<file path="src/rtl/link_req_pkg.sv">
package link_req_pkg;

  typedef enum logic [1:0] {
    KIND_RESET  = 2'd0,
    KIND_UDAT   = 2'd1,
    KIND_STATUS = 2'd2,
    KIND_NONE   = 2'd3
  } svc_kind_e;

  typedef enum logic [1:0] {
    ST_BOOT = 2'd0,
    ST_IDLE = 2'd1,
    ST_SEND = 2'd2,
    ST_WAIT = 2'd3
  } link_state_e;

  localparam logic [3:0] FC_RESET      = 4'h0;
  localparam logic [3:0] FC_UDAT       = 4'h3;
  localparam logic [3:0] FC_STATUS     = 4'h9;
  localparam logic [3:0] FC_RSP_STATUS = 4'hB;
  localparam logic [3:0] FC_NACK       = 4'h1;

  function automatic logic [3:0] code_of(input svc_kind_e k);
    case (k)
      KIND_UDAT:   return FC_UDAT;
      KIND_STATUS: return FC_STATUS;
      default:     return FC_RESET;
    endcase
  endfunction

  function automatic logic fcv_of(input svc_kind_e k);
    return (k == KIND_UDAT);
  endfunction

  function automatic logic [7:0] make_ctrl(input logic dir, input logic fcb,
                                           input logic fcv, input logic [3:0] code);
    return {dir, 1'b1, fcb, fcv, code};
  endfunction

endpackage

</file>
<file path="src/rtl/ctrl_builder.sv">
module ctrl_builder
  import link_req_pkg::*;
#(
  parameter logic DIR_OUT = 1'b1
) (
  input  svc_kind_e   kind,
  input  logic        fcb,
  output logic [7:0]  ctrl,
  output logic        is_var
);
  logic fcv_w;

  always_comb begin
    fcv_w  = fcv_of(kind);
    ctrl   = make_ctrl(DIR_OUT, fcb & fcv_w, fcv_w, code_of(kind));
    is_var = fcv_w;
  end
endmodule

</file>
<file path="src/rtl/bit_timer.sv">
module bit_timer #(
  parameter int LIMIT = 510,
  localparam int CNT_W = $clog2(LIMIT + 1)
) (
  input  logic clk,
  input  logic rst_n,
  input  logic clear,
  input  logic run,
  input  logic tick,
  output logic expire
);
  logic [CNT_W-1:0] cnt_q;
  logic             at_end_w;

  assign at_end_w = (cnt_q == CNT_W'(LIMIT - 1));
  assign expire   = run && tick && at_end_w;

  always_ff @(posedge clk) begin
    if (!rst_n || clear) begin
      cnt_q <= '0;
    end else if (run && tick) begin
      cnt_q <= at_end_w ? '0 : cnt_q + 1'b1;
    end
  end

  // the bit-time count never passes the window
  p_cnt_bound_r5: assert property (@(posedge clk) disable iff (!rst_n)
    cnt_q < CNT_W'(LIMIT));
endmodule

</file>
<file path="src/rtl/confirm_detect.sv">
module confirm_detect
  import link_req_pkg::*;
(
  input  logic       clk,
  input  logic       rst_n,
  input  logic       waiting,
  input  svc_kind_e  kind,
  input  logic       rx_valid,
  input  logic       rx_is_ack,
  input  logic [7:0] rx_ctrl,
  output logic       confirm,
  output logic       nack_seen
);
  logic from_secondary_w;
  logic status_rsp_w;

  always_comb begin
    from_secondary_w = !rx_is_ack && !rx_ctrl[6];
    status_rsp_w     = from_secondary_w && (rx_ctrl[3:0] == FC_RSP_STATUS);
    nack_seen        = rx_valid && from_secondary_w && (rx_ctrl[3:0] == FC_NACK);
    if (kind == KIND_STATUS) confirm = waiting && rx_valid && status_rsp_w;
    else                     confirm = waiting && rx_valid && rx_is_ack;
  end

  // a negative answer never counts as a confirm
  p_nack_not_confirm_r7: assert property (@(posedge clk) disable iff (!rst_n)
    nack_seen |-> !confirm);

  // nothing is confirmed outside the answer window
  p_idle_no_confirm_r7: assert property (@(posedge clk) disable iff (!rst_n)
    !waiting |-> !confirm);
endmodule

</file>
<file path="src/rtl/link_req_ctrl.sv">
module link_req_ctrl
  import link_req_pkg::*;
#(
  parameter int   TIMEOUT_BITS = 510,
  parameter int   REPEAT_MAX   = 3,
  parameter int   PTR_W        = 16,
  parameter int   LEN_W        = 8,
  parameter logic DIR_OUT      = 1'b1
) (
  input  logic             clk,
  input  logic             rst_n,
  input  logic             req_valid,
  input  logic [1:0]       req_kind,
  input  logic [PTR_W-1:0] req_ptr,
  input  logic [LEN_W-1:0] req_len,
  output logic             req_ready,
  input  logic             bit_tick,
  input  logic             rx_valid,
  input  logic             rx_is_ack,
  input  logic [7:0]       rx_ctrl,
  output logic             tx_start,
  output logic [7:0]       tx_ctrl,
  output logic             tx_var,
  output logic [PTR_W-1:0] tx_ptr,
  output logic [LEN_W-1:0] tx_len,
  output logic             svc_done,
  output logic             svc_fail
);
  localparam int TRY_W = $clog2(REPEAT_MAX + 1);

  link_state_e      state_q;
  svc_kind_e        kind_q;
  svc_kind_e        req_kind_w;
  logic [PTR_W-1:0] ptr_q;
  logic [LEN_W-1:0] len_q;
  logic             fcb_cur_q, fcb_next_q, user_q, done_q, fail_q;
  logic [TRY_W-1:0] tries_q;
  logic [7:0]       last_ctrl_q;

  // named internal events
  logic in_send_w, in_wait_w, accept_w, confirm_w, nack_w, expire_w, limit_w, retry_w;
  logic [7:0] ctrl_w;
  logic       var_w;

  assign req_kind_w = svc_kind_e'(req_kind);
  assign in_send_w  = (state_q == ST_SEND);
  assign in_wait_w  = (state_q == ST_WAIT);
  assign req_ready  = (state_q == ST_IDLE);
  assign accept_w   = req_ready && req_valid && (req_kind_w != KIND_NONE);
  assign limit_w    = (tries_q == TRY_W'(REPEAT_MAX));
  assign retry_w    = in_send_w && (tries_q != '0);

  ctrl_builder #(.DIR_OUT(DIR_OUT)) u_ctrl (
    .kind   (kind_q),
    .fcb    (fcb_cur_q),
    .ctrl   (ctrl_w),
    .is_var (var_w)
  );

  bit_timer #(.LIMIT(TIMEOUT_BITS)) u_timer (
    .clk    (clk),
    .rst_n  (rst_n),
    .clear  (in_send_w),
    .run    (in_wait_w),
    .tick   (bit_tick),
    .expire (expire_w)
  );

  confirm_detect u_conf (
    .clk       (clk),
    .rst_n     (rst_n),
    .waiting   (in_wait_w),
    .kind      (kind_q),
    .rx_valid  (rx_valid),
    .rx_is_ack (rx_is_ack),
    .rx_ctrl   (rx_ctrl),
    .confirm   (confirm_w),
    .nack_seen (nack_w)
  );

  assign tx_start = in_send_w;
  assign tx_ctrl  = ctrl_w;
  assign tx_var   = var_w;
  assign tx_ptr   = ptr_q;
  assign tx_len   = len_q;
  assign svc_done = done_q;
  assign svc_fail = fail_q;

  always_ff @(posedge clk) begin
    if (!rst_n) begin
      state_q    <= ST_BOOT;
      kind_q     <= KIND_RESET;
      ptr_q      <= '0;
      len_q      <= '0;
      fcb_cur_q  <= 1'b0;
      fcb_next_q <= 1'b0;
      user_q     <= 1'b0;
      tries_q    <= '0;
      done_q     <= 1'b0;
      fail_q     <= 1'b0;
    end else begin
      done_q <= 1'b0;
      fail_q <= 1'b0;
      case (state_q)
        ST_BOOT: state_q <= ST_SEND;
        ST_IDLE: begin
          if (accept_w) begin
            kind_q    <= req_kind_w;
            ptr_q     <= req_ptr;
            len_q     <= req_len;
            tries_q   <= '0;
            user_q    <= 1'b1;
            fcb_cur_q <= (req_kind_w == KIND_UDAT) ? fcb_next_q : 1'b0;
            state_q   <= ST_SEND;
          end
        end
        ST_SEND: state_q <= ST_WAIT;
        ST_WAIT: begin
          if (confirm_w) begin
            state_q <= ST_IDLE;
            done_q  <= user_q;
            if (kind_q == KIND_RESET)     fcb_next_q <= 1'b1;
            else if (kind_q == KIND_UDAT) fcb_next_q <= ~fcb_cur_q;
          end else if (expire_w) begin
            if (limit_w) begin
              state_q <= ST_IDLE;
              fail_q  <= user_q;
            end else begin
              tries_q <= tries_q + 1'b1;
              state_q <= ST_SEND;
            end
          end
        end
        default: state_q <= ST_IDLE;
      endcase
    end
  end

  // checker-side copy of the last transmitted byte
  always_ff @(posedge clk) begin
    if (!rst_n)        last_ctrl_q <= 8'h00;
    else if (tx_start) last_ctrl_q <= tx_ctrl;
  end

  // initiator and direction bits on every frame
  p_prm_dir_r1: assert property (@(posedge clk) disable iff (!rst_n)
    tx_start |-> (tx_ctrl[6] && (tx_ctrl[7] == DIR_OUT)));

  // count-valid only on variable frames carrying user data
  p_fcv_var_r2: assert property (@(posedge clk) disable iff (!rst_n)
    tx_start |-> ((tx_ctrl[4] == tx_var) && (tx_var == (tx_ctrl[3:0] == FC_UDAT))));

  // a retransmission repeats the previous control byte
  p_retry_same_r4: assert property (@(posedge clk) disable iff (!rst_n)
    retry_w |-> (tx_ctrl == last_ctrl_q));

  // the repeat counter stays within the limit
  p_tries_cap_r5: assert property (@(posedge clk) disable iff (!rst_n)
    tries_q <= TRY_W'(REPEAT_MAX));

  // failure only after all repeats were used
  p_fail_after_limit_r5: assert property (@(posedge clk) disable iff (!rst_n)
    svc_fail |-> limit_w);

  // an accepted request is sent in the next cycle, once
  p_accept_sends_r8: assert property (@(posedge clk) disable iff (!rst_n)
    accept_w |=> tx_start);
  p_single_pulse_r8: assert property (@(posedge clk) disable iff (!rst_n)
    tx_start |=> !tx_start);

  // one outcome at a time
  p_single_outcome_r8: assert property (@(posedge clk) disable iff (!rst_n)
    !(svc_done && svc_fail));
endmodule

</file>
<file path="config.mk">
export PLATFORM = sky130hd
export DESIGN_NAME = link_req_ctrl
export DESIGN_NICKNAME = d
export VERILOG_FILES = /design/src/rtl/link_req_pkg.sv /design/src/rtl/ctrl_builder.sv /design/src/rtl/bit_timer.sv /design/src/rtl/confirm_detect.sv /design/src/rtl/link_req_ctrl.sv
export SDC_FILE = /design/constraint.sdc
export NUM_CORES = 1
export LEC_CHECK = 0
export ABC_AREA = 1
export BUFFER_PORTS_ARGS = -buffer_cell sky130_fd_sc_hd__buf_2
export CORE_MARGIN = 10
export CORE_UTILIZATION = 44
export CTS_BUF_LIST = sky130_fd_sc_hd__clkbuf_16
export CTS_CLUSTER_DIAMETER = 120
export DETAILED_ROUTE_END_ITERATION = 7
export PLACE_DENSITY = 0.83
export SYNTH_ARGS = -nofsm -noshare
export SYNTH_HDL_FRONTEND = slang
export SYNTH_SLANG_ARGS = --single-unit
</file>
<file path="constraint.sdc">
create_clock -name clk -period 1.4 [get_ports clk]
set_input_delay 0.14 -clock clk [delete_from_list [all_inputs] [get_ports clk]]
set_output_delay 0.14 -clock clk [all_outputs]
set_load 0.01 [all_outputs]
</file>
==> results_dict.tcl <==
set metrics [dict create \
    outcome "finished clean" \
    cts.clk_slew.worst_paths_ns 0.06 \
    initialDrtViolationCount 62 \
    synth_area_per_cell_um2 7.419 \
    fin_util_pct 61.22 \
    p_comb_share_pct 12.9 \
    grt_setup_unrepaired "true" \
    hold_buffers 0 \
    end_kind "output pin" \
    hp-class "input port to flip-flop" \
    post_synth_num_cell_types 30 \
    fin_nets 398 \
    layout-drive-gt1-share_pct 34.94 \
    clock_path_buffers 2 \
    cts_made_buffers 5 \
    dr.pass1.iters 4 \
    cp-endpoint "tx_ctrl[0]" \
    finalSetupViolCount 0 \
    share_clk_of_total_power_pct 42.5 \
    crit_chain "inv_2 -> buf_4 -> ha_1 -> buf_2" \
    internal-power_mw 2.300 \
    drv_cap 0 \
    cellPowerDensity_nw_per_um2 1119 \
    startpoint_type "flip-flop" \
    vias_per_cell 4.757 \
    dr_total_vias 1922 \
    grt_usage_pct 12.33 \
    routabilityCongestion 0.8091 \
    fin_ws_ns 0.04716 \
    netlist.area_leader.share_pct 43.81 \
    drc_errors 0 \
    critPathKind "flip-flop to output pin" \
    area_growth_pct 33.48 \
    worstReg2RegEnd "state_q[0]" \
    p_total_mw 3.002 \
    synth_top_area_cell "dfxtp_1" \
    num_rows 24 \
    core_um2 4384 \
    finalClockSkew_ns 0.001604 \
    grt_overflow 0 \
    p_leak_nw 1.292 \
    p_sw_share_pct 23.39 \
    worstRegToRegCells 10 \
    worstSetupStartpoint "kind_q[0]" \
    htree_levels 2 \
    synth_area_um2 2011 \
    rr_startpoint "kind_q[0]" \
    grt_first_pass_wirelength_um 7755 \
    critical_path.max_stage_delay_ns 0.33 \
    seq_area_frac_synth_pct 43.81 \
    worstPathRequired_ns 1.26 \
    grt_max_degree 30 \
    grt_pass1_vias 1813 \
    report.final.slew_viol_count 0 \
    critPathArrivalTime_ns 1.21 \
    grt_antenna_before_repair 0 \
    num_io_pins 77 \
    finalCritPeriodShare_pct 96.63 \
    vdd_ir_drop_max_mv 0.7713 \
    synth-seq-cells 44 \
    die_h_um 87.60 \
    die_x_um 87.60 \
    initial_core_util_pct 45.86 \
    place_ws_ns 0.02688 \
    antenna_cells 0 \
    fillCellCount 403 \
    dieArea_um2 7674 \
    dp_hpwl_um 3900 \
    cts_tree "yes" \
    synth_top_cells_by_area "dfxtp_1, nor2_1, o21ai_0" \
    clk_latency_ns 0.28 \
    fmax_ghz 0.7392 \
    synth_cells 271 \
    wl_per_cell_um 12.68 \
    port_buffers 70 \
    drtAntennaViolNets 0 \
    cts_sinks 44 \
    ys_warn_count 0 \
    pwr-share-seq_pct 44.5 \
    clockRootBuffer "clkbuf_16" \
    wl_um 5123 \
    hold_viol_final 0 \
    crit_fanout 3 \
    slowest_stage "dfxtp_2" \
    switching_power_uw 702.3 \
    rrSetupSlack_ns 0.05 \
    fin_crit_ns 1.353 \
]
==> power by group through the flow <==
stage	clock network (mW)	logic, mW	registers (mW)
6_report	1.28	0.388	1.34
2_1_floorplan	0	0.219	1.38
3_5_place_dp	0	0.378	1.36
5_1_grt	1.37	0.437	1.34
3_3_place_gp	0	0.366	1.36
4_1_cts	1.30	0.381	1.33
==> sequential cells by signal, indices dropped and copies added (netlist names) <==
register,count
fcb_cur_q,1
fcb_next_q,1
kind_q,2
state_q,2
svc_done,1
svc_fail,1
tries_q,2
tx_len,8
tx_ptr,16
u_timer.cnt_q,9
user_q,1
==> layout make-up <==
class	instances	area, um2	share of cell area, %
inverter	31	118.9	4.429
clock buffer	5	125.1	4.662
tap	52	65.06	2.424
sequential	44	887.1	33.05
clock inverter	3	38.79	1.445
timing repair buffer	84	455.4	16.97
multi-input combinational	185	993.5	37.02
==> worst max-delay path: cells and delay by family, from the launching register on <==
kind                     cells  cell delay, ns
flip-flops                   1            0.33
buffers and inverters        3            0.33
adder cells (fa/ha/maj)      1            0.28
==> synthesized netlist by cell type <==
master / n
o21bai_2: 1
nand3_1: 1
a21oi_1: 9
dfxtp_1: 44
ha_1: 7
clkbuf_1: 3
nand4_1: 3
inv_4: 1
buf_6: 1
o21ai_1: 1
conb_1: 2
a21oi_2: 1
inv_1: 27
clkinv_1: 2
nor2_2: 1
o21ai_0: 29
a211oi_1: 2
nand3b_1: 2
nand2_4: 3
nand2_1: 35
nor2_1: 72
buf_2: 2
nor2_8: 1
nor2_4: 2
buf_4: 7
xor2_1: 1
nand2_2: 3
inv_2: 1
nor3_1: 4
nand3_2: 3
==> worst min-delay path by stage <==
stage	cells after the start	start	slack, ns	to
after CTS	3	req_ptr[15]	0.1	tx_ptr[15]
after detailed placement	3	req_ptr[15]	0.39	tx_ptr[15]
after floorplan	2	req_ptr[15]	0.29	tx_ptr[15]
final	3	req_ptr[15]	0.10	tx_ptr[15]
after global placement	3	req_ptr[15]	0.38	tx_ptr[15]
after global routing	3	req_len[7]	0.11	tx_len[7]
==> cell usage in the layout (no fill, tap or decap) <==
master and n:
inv_4 1, nand2_2 5, nand2_1 33, xor2_1 1, a21oi_4 1, clkbuf_16 5
buf_4 14, ha_1 5, nand3b_1 2, nand4_1 3, buf_2 70, nand2_4 4
bufinv_16 1, o21bai_2 1, nor2_4 4, nand3_1 1, nand3_4 1, nand3_2 2
clkinv_1 2, conb_1 3, dfxtp_1 39, nor3_1 4, clkinv_2 1, a211oi_1 2
dfxtp_2 5, o21ai_1 3, a21oi_1 9, inv_1 26, nor2_2 2, inv_2 3
o21ai_0 27, nor2_1 69, ha_4 1, nor2_8 1, ha_2 1
==> layer usage <==
| metal | vias to the layer above | share of wire (%) | GRT usage (%) |
|---|---|---|---|
| met4 | 0 | 1.0 | 4.203 |
| met5 | - | 0 | 0 |
| met3 | 4 | 8.3 | 5.292 |
| met1 | 871 | 38 | 12.17 |
| li1 | 998 | - | - |
| met2 | 49 | 53 | 22.49 |
==> per-stage QoR <==
| step | cell area, um2 | std cells | setup TNS [ns] | hold slack [ns] |
|---|---|---|---|---|
| CTS | 2584 | 399 | 0 | 0.09891 |
| detailed placement | 2420 | 391 | 0 | 0.3893 |
| global route | 2684 | 404 | -0.03819 | 0.1122 |
| global placement | 2420 | 391 | 0 | 0.3781 |
| floorplan | 2014 | 272 | 0 | 0.2852 |
| finish | 2684 | 404 | 0 | 0.1011 |
==> kinds of logic after synthesis <==
| family | share of synthesized area (%) |
|---|---|
| AOI/OAI and AO/OA | 11.45 |
| xor gates and xnor gates | 0.4357 |
| adders and majority gates | 4.356 |
| buffers and inverters | 10.14 |
| DFF | 43.81 |
| other | 0.3735 |
| and+or+nand+nor | 29.43 |
==> repair_timing <==
item                       CTS  global route
gates resized for setup      0            22
setup endpoints to repair    0            23
setup buffers                0             4
No activity file was read; power rests on OpenSTA's default activity.
